<file path="config.mk">
export PLATFORM = sky130hd
export DESIGN_NAME = snd_cmd_mailbox
export DESIGN_NICKNAME = d
export VERILOG_FILES = /design/src/rtl/smb_pkg.sv /design/src/rtl/smb_port_match.sv /design/src/rtl/smb_byte_latch.sv /design/src/rtl/smb_master_irq.sv /design/src/rtl/smb_slave_flag.sv /design/src/rtl/snd_cmd_mailbox.sv
export SDC_FILE = /design/constraint.sdc
export NUM_CORES = 1
export LEC_CHECK = 0
export ABC_AREA = 1
export BUFFER_PORTS_ARGS = -buffer_cell sky130_fd_sc_hd__clkbuf_2
export CORE_UTILIZATION = 32
export DETAILED_ROUTE_END_ITERATION = 8
export GPL_TIMING_DRIVEN = 0
export PLACE_DENSITY = 0.75
export SYNTH_ARGS = -nofsm -noshare
export SYNTH_HDL_FRONTEND = slang
export SYNTH_SLANG_ARGS = --single-unit
</file>
<file path="constraint.sdc">
create_clock -name clk -period 1 [get_ports clk]
set_input_delay 0.1 -clock clk [delete_from_list [all_inputs] [get_ports clk]]
set_output_delay 0.1 -clock clk [all_outputs]
set_load 0.01 [all_outputs]
</file>
<file path="src/rtl/smb_pkg.sv">
package smb_pkg;
  localparam int DATA_W = 8;
  localparam int CMD_W  = DATA_W + 2;

  // Host command word: control bits above the payload byte
  typedef struct packed {
    logic              irq_off;   // 0 requests the master IRQ
    logic              nmi_off;   // 0 holds the master NMI asserted
    logic [DATA_W-1:0] payload;
  } host_word_t;
endpackage

</file>
<file path="src/rtl/smb_port_match.sv">
module smb_port_match #(
  parameter int          ADDR_W   = 16,
  parameter int          MIRROR_W = 10,
  parameter logic [15:0] BASE     = 16'h3400
) (
  input  logic [ADDR_W-1:0] addr,
  input  logic              strobe,
  input  logic              enable,
  output logic              hit
);
  localparam logic [ADDR_W-1:0] LOW_MASK  = ADDR_W'((1 << MIRROR_W) - 1);
  localparam logic [ADDR_W-1:0] BASE_ADDR = ADDR_W'(BASE) & ~LOW_MASK;

  assign hit = strobe && enable && ((addr & ~LOW_MASK) == BASE_ADDR);
endmodule

</file>
<file path="src/rtl/smb_byte_latch.sv">
module smb_byte_latch #(
  parameter int W = 8
) (
  input  logic         clk,
  input  logic         rst_n,
  input  logic         load,
  input  logic [W-1:0] din,
  output logic [W-1:0] q
);
  always_ff @(posedge clk or negedge rst_n) begin
    if (!rst_n)    q <= '0;
    else if (load) q <= din;
  end

  AST_LATCH_HOLD: assert property (@(posedge clk) disable iff (!rst_n)
    !load |=> $stable(q)) else $error("latch changed without load");
endmodule

</file>
<file path="src/rtl/smb_master_irq.sv">
module smb_master_irq (
  input  logic clk,
  input  logic rst_n,
  input  logic halt,
  input  logic take,
  input  logic irq_req,
  input  logic nmi_lvl,
  input  logic ack,
  output logic irq,
  output logic nmi,
  output logic pending
);
  logic raise;
  assign raise = take && irq_req;

  always_ff @(posedge clk or negedge rst_n) begin
    if (!rst_n) begin
      irq <= 1'b0; nmi <= 1'b0; pending <= 1'b0;
    end else if (halt) begin
      irq <= 1'b0; nmi <= 1'b0; pending <= 1'b0;
    end else begin
      if (take) nmi <= nmi_lvl;
      if (raise) begin
        irq <= 1'b1; pending <= 1'b1;
      end else if (ack) begin
        irq <= 1'b0; pending <= 1'b0;
      end
    end
  end

  AST_IRQ_RAISE: assert property (@(posedge clk) disable iff (!rst_n)
    (take && irq_req && !halt) |=> (irq && pending)) else $error("irq not raised");
  AST_IRQ_ACK: assert property (@(posedge clk) disable iff (!rst_n)
    (ack && !(take && irq_req) && !halt) |=> (!irq && !pending)) else $error("ack ignored");
  AST_IRQ_RACE: assert property (@(posedge clk) disable iff (!rst_n)
    (ack && take && irq_req && !halt) |=> irq) else $error("race lost irq");
  AST_NMI_LEVEL: assert property (@(posedge clk) disable iff (!rst_n)
    (take && !halt) |=> (nmi == $past(nmi_lvl))) else $error("nmi level");
  AST_HALT_CLEAR: assert property (@(posedge clk) disable iff (!rst_n)
    halt |=> (!irq && !nmi && !pending)) else $error("halt left irq");
endmodule

</file>
<file path="src/rtl/smb_slave_flag.sv">
module smb_slave_flag (
  input  logic clk,
  input  logic rst_n,
  input  logic halt,
  input  logic set,
  input  logic clr,
  output logic flag
);
  always_ff @(posedge clk or negedge rst_n) begin
    if (!rst_n)      flag <= 1'b0;
    else if (halt)   flag <= 1'b0;
    else if (set)    flag <= 1'b1;
    else if (clr)    flag <= 1'b0;
  end

  AST_FIRQ_SET: assert property (@(posedge clk) disable iff (!rst_n)
    (set && !halt) |=> flag) else $error("firq not set");
  AST_FIRQ_CLR: assert property (@(posedge clk) disable iff (!rst_n)
    (clr && !set && !halt) |=> !flag) else $error("firq not cleared");
endmodule

</file>
<file path="src/rtl/snd_cmd_mailbox.sv">
module snd_cmd_mailbox
  import smb_pkg::*;
#(
  parameter int          ADDR_W      = 16,
  parameter int          MIRROR_W    = 10,
  parameter logic [15:0] CMD_RD_BASE = 16'h3400,
  parameter logic [15:0] FWD_WR_BASE = 16'h2C00,
  parameter logic [15:0] SLV_RD_BASE = 16'h3400
) (
  input  logic              clk,
  input  logic              rst_n,
  input  logic              host_halt,
  input  logic              cmd_valid,
  output logic              cmd_ready,
  input  logic [CMD_W-1:0]  cmd_data,
  input  logic [ADDR_W-1:0] m_addr,
  input  logic              m_rd,
  input  logic              m_wr,
  input  logic [DATA_W-1:0] m_wdata,
  output logic [DATA_W-1:0] m_rdata,
  input  logic [ADDR_W-1:0] s_addr,
  input  logic              s_rd,
  output logic [DATA_W-1:0] s_rdata,
  output logic [DATA_W-1:0] mcmd_byte,
  output logic [DATA_W-1:0] scmd_byte,
  output logic              m_irq,
  output logic              m_nmi,
  output logic              s_firq,
  output logic              cmd_pending,
  output logic              cpu_rst_m,
  output logic              cpu_rst_s
);
  host_word_t word;
  logic       take, cpu_live;
  logic       cmd_rd_hit, fwd_wr_hit, slv_rd_hit;

  assign word      = host_word_t'(cmd_data);
  assign cmd_ready = 1'b1;
  assign take      = cmd_valid && cmd_ready;

  // Processors released: both reset lines registered together
  always_ff @(posedge clk or negedge rst_n) begin
    if (!rst_n) begin
      cpu_rst_m <= 1'b1;
      cpu_rst_s <= 1'b1;
    end else begin
      cpu_rst_m <= host_halt;
      cpu_rst_s <= host_halt;
    end
  end
  assign cpu_live = !cpu_rst_m;

  smb_port_match #(.ADDR_W(ADDR_W), .MIRROR_W(MIRROR_W), .BASE(CMD_RD_BASE)) u_cmd_rd (
    .addr(m_addr), .strobe(m_rd), .enable(cpu_live), .hit(cmd_rd_hit));
  smb_port_match #(.ADDR_W(ADDR_W), .MIRROR_W(MIRROR_W), .BASE(FWD_WR_BASE)) u_fwd_wr (
    .addr(m_addr), .strobe(m_wr), .enable(cpu_live), .hit(fwd_wr_hit));
  smb_port_match #(.ADDR_W(ADDR_W), .MIRROR_W(MIRROR_W), .BASE(SLV_RD_BASE)) u_slv_rd (
    .addr(s_addr), .strobe(s_rd), .enable(!cpu_rst_s), .hit(slv_rd_hit));

  smb_byte_latch #(.W(DATA_W)) u_mcmd (
    .clk(clk), .rst_n(rst_n), .load(take), .din(word.payload), .q(mcmd_byte));
  smb_byte_latch #(.W(DATA_W)) u_scmd (
    .clk(clk), .rst_n(rst_n), .load(fwd_wr_hit), .din(m_wdata), .q(scmd_byte));

  smb_master_irq u_mirq (
    .clk(clk), .rst_n(rst_n), .halt(host_halt), .take(take),
    .irq_req(!word.irq_off), .nmi_lvl(!word.nmi_off), .ack(cmd_rd_hit),
    .irq(m_irq), .nmi(m_nmi), .pending(cmd_pending));

  smb_slave_flag u_sfirq (
    .clk(clk), .rst_n(rst_n), .halt(host_halt),
    .set(fwd_wr_hit), .clr(slv_rd_hit), .flag(s_firq));

  assign m_rdata = cmd_rd_hit ? mcmd_byte : '0;
  assign s_rdata = slv_rd_hit ? scmd_byte : '0;

  AST_CPU_HOLD: assert property (@(posedge clk) disable iff (!rst_n)
    host_halt |=> (cpu_rst_m && cpu_rst_s)) else $error("cpu not held");
  AST_CPU_FREE: assert property (@(posedge clk) disable iff (!rst_n)
    !host_halt |=> (!cpu_rst_m && !cpu_rst_s)) else $error("cpu not released");
  AST_HALTED_QUIET: assert property (@(posedge clk) disable iff (!rst_n)
    cpu_rst_m |-> (m_rdata == '0 && s_rdata == '0)) else $error("read while halted");
endmodule

</file>
==> flow_summary.ini, run 1 <==
[outcome]
outcome = finished, violations left
violations = DRC, setup timing

[yosys]
synthMuxAreaShare = 0
syn-num-nets = 188
syn_avg_cell_area_um2 = 7.57
yosys.area_share.adder = 0
synth_xor_area_frac = 0
synthSimpleGateAreaFrac = 0.301
ys_types = 18
synth-seq-area-share = 0.506
synth_top_family_by_area = simple AND/OR/NAND/NOR gates
yosys.area.top_type = dfrtp_1
ys_top_cells_by_area = dfrtp_1 48%, nand2_1 14%, inv_1 9.1%
synth-seq-cells = 20
synth_compound_area_frac = 0.0618
syn_inst = 131
yosysTopAreaCellShare = 0.479
yosys_warnings = 0
syn_area_um2 = 992

[floorplanning]
start_util = 0.348
die_h_um = 57.7
ioPinCount = 96
rows = 19
core_area_um2 = 2850
dieArea_um2 = 3330
die_x_um = 57.7

[global_route]
grt_overflow = 0
grt.total_usage = 0.184
grt_max_degree = 21
grt_antenna_before_repair = 0
grt_pass1_wl_um = 4690
grt_pass1_vias = 1112

[final_layout]
layout-drive-gt1-share = 0.554
final_cell_mix = 54 x clkbuf_2, 26 x nand2_1, 23 x inv_1, 19 x dfrtp_1, 17 x buf_2
nNetsFinal = 291
antenna_cells = 0
syn2layout_area_growth_pct = 84.9
mostFrequentLayoutCell = clkbuf_2
final_cells = 264
stdcell_area_um2 = 1830

[drt]
via_per_inst = 4.58
antenna_left = 0
top_layer = met4
drtIter0Drc = 43
dr_wl_met2_um = 1640
dr.pass1.iters = 6
wl_per_cell_um = 11.8
vias = 1209
wl_met1_um = 1220
finalWirelength_um = 3110
route.met3.wl_um = 235
drc = 9

[placement]
dpl_cell_area_um2 = 1430
gp_congestion = 0.703
dp.cells = 235
portBuffers = 73
hpwl_um = 1880

[timing]
hold_viol_final = 0
worst_pin_slew_ps = 693
setup-violations-final = 29
post-route-period-util = 1.44
drv_slew = 0
slew_headroom = 0.536
fmax_mhz = 695
min_period_ps = 1440
skew_ps = 2.07
setup_ws_ps = -439
rsz0062_at_grt = true

[worst_setup_path]
cp_data_required_time_ps = 900
startpoint_type = register
worstSetupPathType = register to output port
worst_setup_path_end_kind = output port
cp.arrival_ps = 1340
path_max_fanout = 5

[power_and_ir_drop]
p_per_area_nw_per_um2 = 1100
power.internal_mw = 1.49
clockPowerShare = 0.329
swShare = 0.259
p_leak_nw = 1.04
power_switching_mw = 0.522
ir_drop_uv = 567
comb_power_share = 0.216
seqPwrFrac = 0.456

[clock_tree]
clkLatencyLatePin_ps = 300
cts.clk_slew.worst_paths_ps = 120
cts_buffers = 3
cts_buffer_depth = 2
root_buffer = clkbuf_4
cts_htree_levels = 1
clkSinkCount = 20
cts_tree = yes

[worst_hold_path]
hold_path_class = primary input to register

[job]
drv_cap = 0
[flip-flops by register name, indices dropped and copies added, names as in the netlist]
register	count
cpu_rst_s	1
u_mcmd.q	8
u_mirq.nmi	1
u_mirq.pending	1
u_scmd.q	8
u_sfirq.flag	1
[power by group through the flow]
stage	Combinational, mW	Sequential [mW]	Clock [mW]
after global routing	0.482	0.926	0.731
after CTS	0.392	0.916	0.691
after detailed placement	0.329	0.929	0
final	0.434	0.918	0.663
after global placement	0.321	0.929	0
after floorplan	0.124	0.956	0
[logic make-up after synthesis]
family,Yosys count
simple gates,69
buf+inv,30
flops,20
compound gates,11
other cells,1
[layer usage]
layer / global-route usage / vias up
li1: - / 595
met1: 0.200 / 554
met2: 0.357 / 58
met3: 0.0335 / 2
met4: 0.0612 / 0
met5: 0 / -
[cell type report]
type / instances / area (µm²)
buffer: 5 / 36.3
timing repair buffer: 95 / 617
tap: 31 / 38.8
fill: 229 / 1020
clock inverter: 1 / 30.0
multi-input combinational: 84 / 494
sequential: 20 / 502
inverter: 25 / 93.8
clock buffer: 3 / 22.5
[synth_stat cells (all sizes together)]
master / n
a21oi: 2
nor3: 1
o21ai: 8
dfstp: 1
nand3: 8
nor2: 21
nand2: 39
conb: 1
dfrtp: 19
a211oi: 1
buf: 5
inv: 25
[metrics by stage]
stage	TNS (ps)	util	total power [mW]	worst slack (ps)	hold slack, ps
after CTS	-11320	0.608	2.00	-440	0.634
final	-10610	0.643	2.01	-439	8.55
after global placement	-4050	0.500	1.25	-270	85.7
after detailed placement	-4040	0.500	1.26	-261	95.2
after floorplan	-1030	-	1.08	-99.5	-196
after global routing	-12490	0.643	2.14	-516	3.38
[worst max-delay path: stages (launching register included)]
cell     delay, ps
dfstp_2        390
inv_2           50
nand2_2         60
nor2_4         180
nand2_4        120
nor2_2         100
buf_2          130
[final timing paths]
path	slack (ps)	endpoint	from	depth (start not counted)
setup / recovery	-440	m_rdata[1]	cpu_rst_s	6
hold / removal	9	u_mcmd.q[5]	cmd_data[5]	3
min in group asynchronous	300	u_scmd.q[3]	rst_n	2
hold reg to reg	520	u_scmd.q[0]	u_scmd.q[0]	2
setup reg to reg	-390	u_scmd.q[7]	cpu_rst_s	9
max in group asynchronous	350	cpu_rst_s	rst_n	2
[repair_timing]
item | in CTS | in global routing
hold buffers | 10 | 0
setup endpoints to repair | 29 | 35
hold endpoints to repair | 30 | 0
buffers inserted | 8 | 6
pin swaps | 5 | 5
gates cloned | 3 | 1
resized for setup | 15 | 36
(Power assumes the default switching activity.)
==> run 2, diff against run 1 <==
Settings changed: CORE_MARGIN set to 2.
==> run 2 against run 1 <==
The flow finishes with violations (setup timing). Count of clock-buffer cells in the layout unchanged. Die area increased by 7.1%. Clock skew increased by 1.6 ps. Cell area decreased by 7.3%. Critical path depth unchanged. Largest cell class unchanged.
==> flow_summary.ini, run 2 (synthesis results as in run 1) <==
[job]
drv_cap = 0

[floorplanning]
dieArea_um2 = 3560
core_area_um2 = 3000
start_util = 0.330
ioPinCount = 96
rows = 20
die_h_um = 59.7
die_x_um = 59.7

[clock_tree]
clkSinkCount = 20
cts_tree = yes
cts_htree_levels = 1
root_buffer = clkbuf_4
cts_buffer_depth = 2
clkLatencyLatePin_ps = 300
cts_buffers = 3
cts.clk_slew.worst_paths_ps = 120

[final_layout]
mostFrequentLayoutCell = clkbuf_2
final_cell_mix = 65 x clkbuf_2, 34 x nand2_1, 23 x inv_1, 19 x dfrtp_1, 11 x dlygate4sd3_1
syn2layout_area_growth_pct = 71.4
final_cells = 259
n_fill_cell = 288
top_regs = u_mcmd.q: 8 flops, u_scmd.q: 8 flops
final_util = 0.566
nNetsFinal = 284
layout-drive-gt1-share = 0.491
antenna_cells = 0

[power_and_ir_drop]
swShare = 0.256
power_switching_mw = 0.505
p_per_area_nw_per_um2 = 1160
power.internal_mw = 1.47
seqPwrFrac = 0.462
clockPowerShare = 0.338
ir_drop_uv = 601
comb_power_share = 0.200
p_leak_nw = 1.00

[placement]
dp.cells = 237
dp_slack_ps = -285
hpwl_um = 1920
portBuffers = 73
gp_congestion = 0.695

[global_route]
grt_antenna_before_repair = 0
grt_pass1_wl_um = 4330
grt.total_usage = 0.161
grt_overflow = 0
grt_max_degree = 21
grt_pass1_vias = 990

[worst_setup_path]
crit_family = flip-flops
worstSetupPathType = register to output port
worstReg2RegStart = cpu_rst_s
worst-path-buf-inv = 2
cp_data_required_time_ps = 900
critical_path.cell_chain = inv_2 > nand2_1 > nor2_4 > nand2_2 > nor2_1 > clkbuf_2
worst_setup_path_end_kind = output port
startpoint_type = register
cp.arrival_ps = 1340
path_max_fanout = 4
slowest_stage = dfstp_2
crit_start = cpu_rst_s
max_stage_delay_ps = 560

[worst_hold_path]
min_from = m_wdata[1]
hold_path_class = primary input to register

[drt]
drtIter0Drc = 28
via_per_inst = 4.24
vias = 1097
wl_per_cell_um = 10.7
drc = 0
antenna_left = 0
finalWirelength_um = 2780
dr.pass1.iters = 3

[outcome]
violations = setup timing
outcome = finished, violations left

[timing]
min_period_ps = 1440
worst_pin_slew_ps = 516
skew_ps = 3.72
setup-violations-final = 29
hold_viol_final = 0
fmax_mhz = 694
rsz0062_at_grt = true
slew_headroom = 0.656
setup_ws_ps = -441
drv_slew = 0
post-route-period-util = 1.44
-- run 2: worst paths after layout --
check	end	cells after the start	slack [ps]
worst max-delay path	s_rdata[6]	6	-440
worst min-delay path	u_scmd.q[1]	3	10
worst max register to register	u_scmd.q[7]	7	-230
worst min register to register	u_scmd.q[2]	2	520
max in group asynchronous	cpu_rst_s	2	330
min in group asynchronous	u_mcmd.q[2]	2	310
-- run 2: cell type report --
cell class,instances,area [µm²],area share
Sequential cell,20,502,0.295
Timing Repair Buffer,89,542,0.319
Clock buffer,3,22.5,0.0132
Clock inverter,1,30.0,0.0177
Tap cell,33,41.3,0.0243
Buffer,5,36.3,0.0213
Multi-Input combinational cell,83,433,0.255
Inverter,25,93.8,0.0552
-- run 2: metrics by stage --
stage | setup TNS, ps | total power, mW | hold WS [ps] | area [µm²]
finish | -9170 | 1.98 | 13.3 | 1700
global route | -11690 | 2.09 | 12.5 | 1700
detailed placement | -4930 | 1.26 | 93.7 | 1430
global placement | -4580 | 1.25 | 87.5 | 1430
CTS | -9840 | 1.98 | 6.82 | 1630
floorplan | -1030 | 1.08 | -196 | 1020
-- run 2: power groups by stage --
stage               clock (mW)  combinational [mW]  sequential, mW
global placement             0               0.321           0.927
floorplan                    0               0.124           0.956
detailed placement           0               0.329           0.930
global route             0.724               0.446           0.924
CTS                      0.691               0.376           0.914
finish                   0.667               0.395           0.913
-- run 2: what timing repair did --
action | 4_1_cts | 5_1_grt
endpoints found under the hold margin | 31 | 0
pin swaps | 3 | 1
setup buffers | 3 | 3
cloned | 1 | 1
gates resized for setup | 5 | 17
endpoints found under the setup margin | 29 | 30
hold buffers | 11 | 0
-- run 2: metal layers --
metal / GRT usage / share of wire
met2: 0.259 / 0.50
met1: 0.215 / 0.43
met3: 0.0260 / 0.068
met4: 0.0667 / 0.0097
met5: 0 / 0
-- run 2: worst min-delay path, stage by stage --
cell and delay, ps:
clkbuf_2 80, nand3_1 60, nand2_1 40
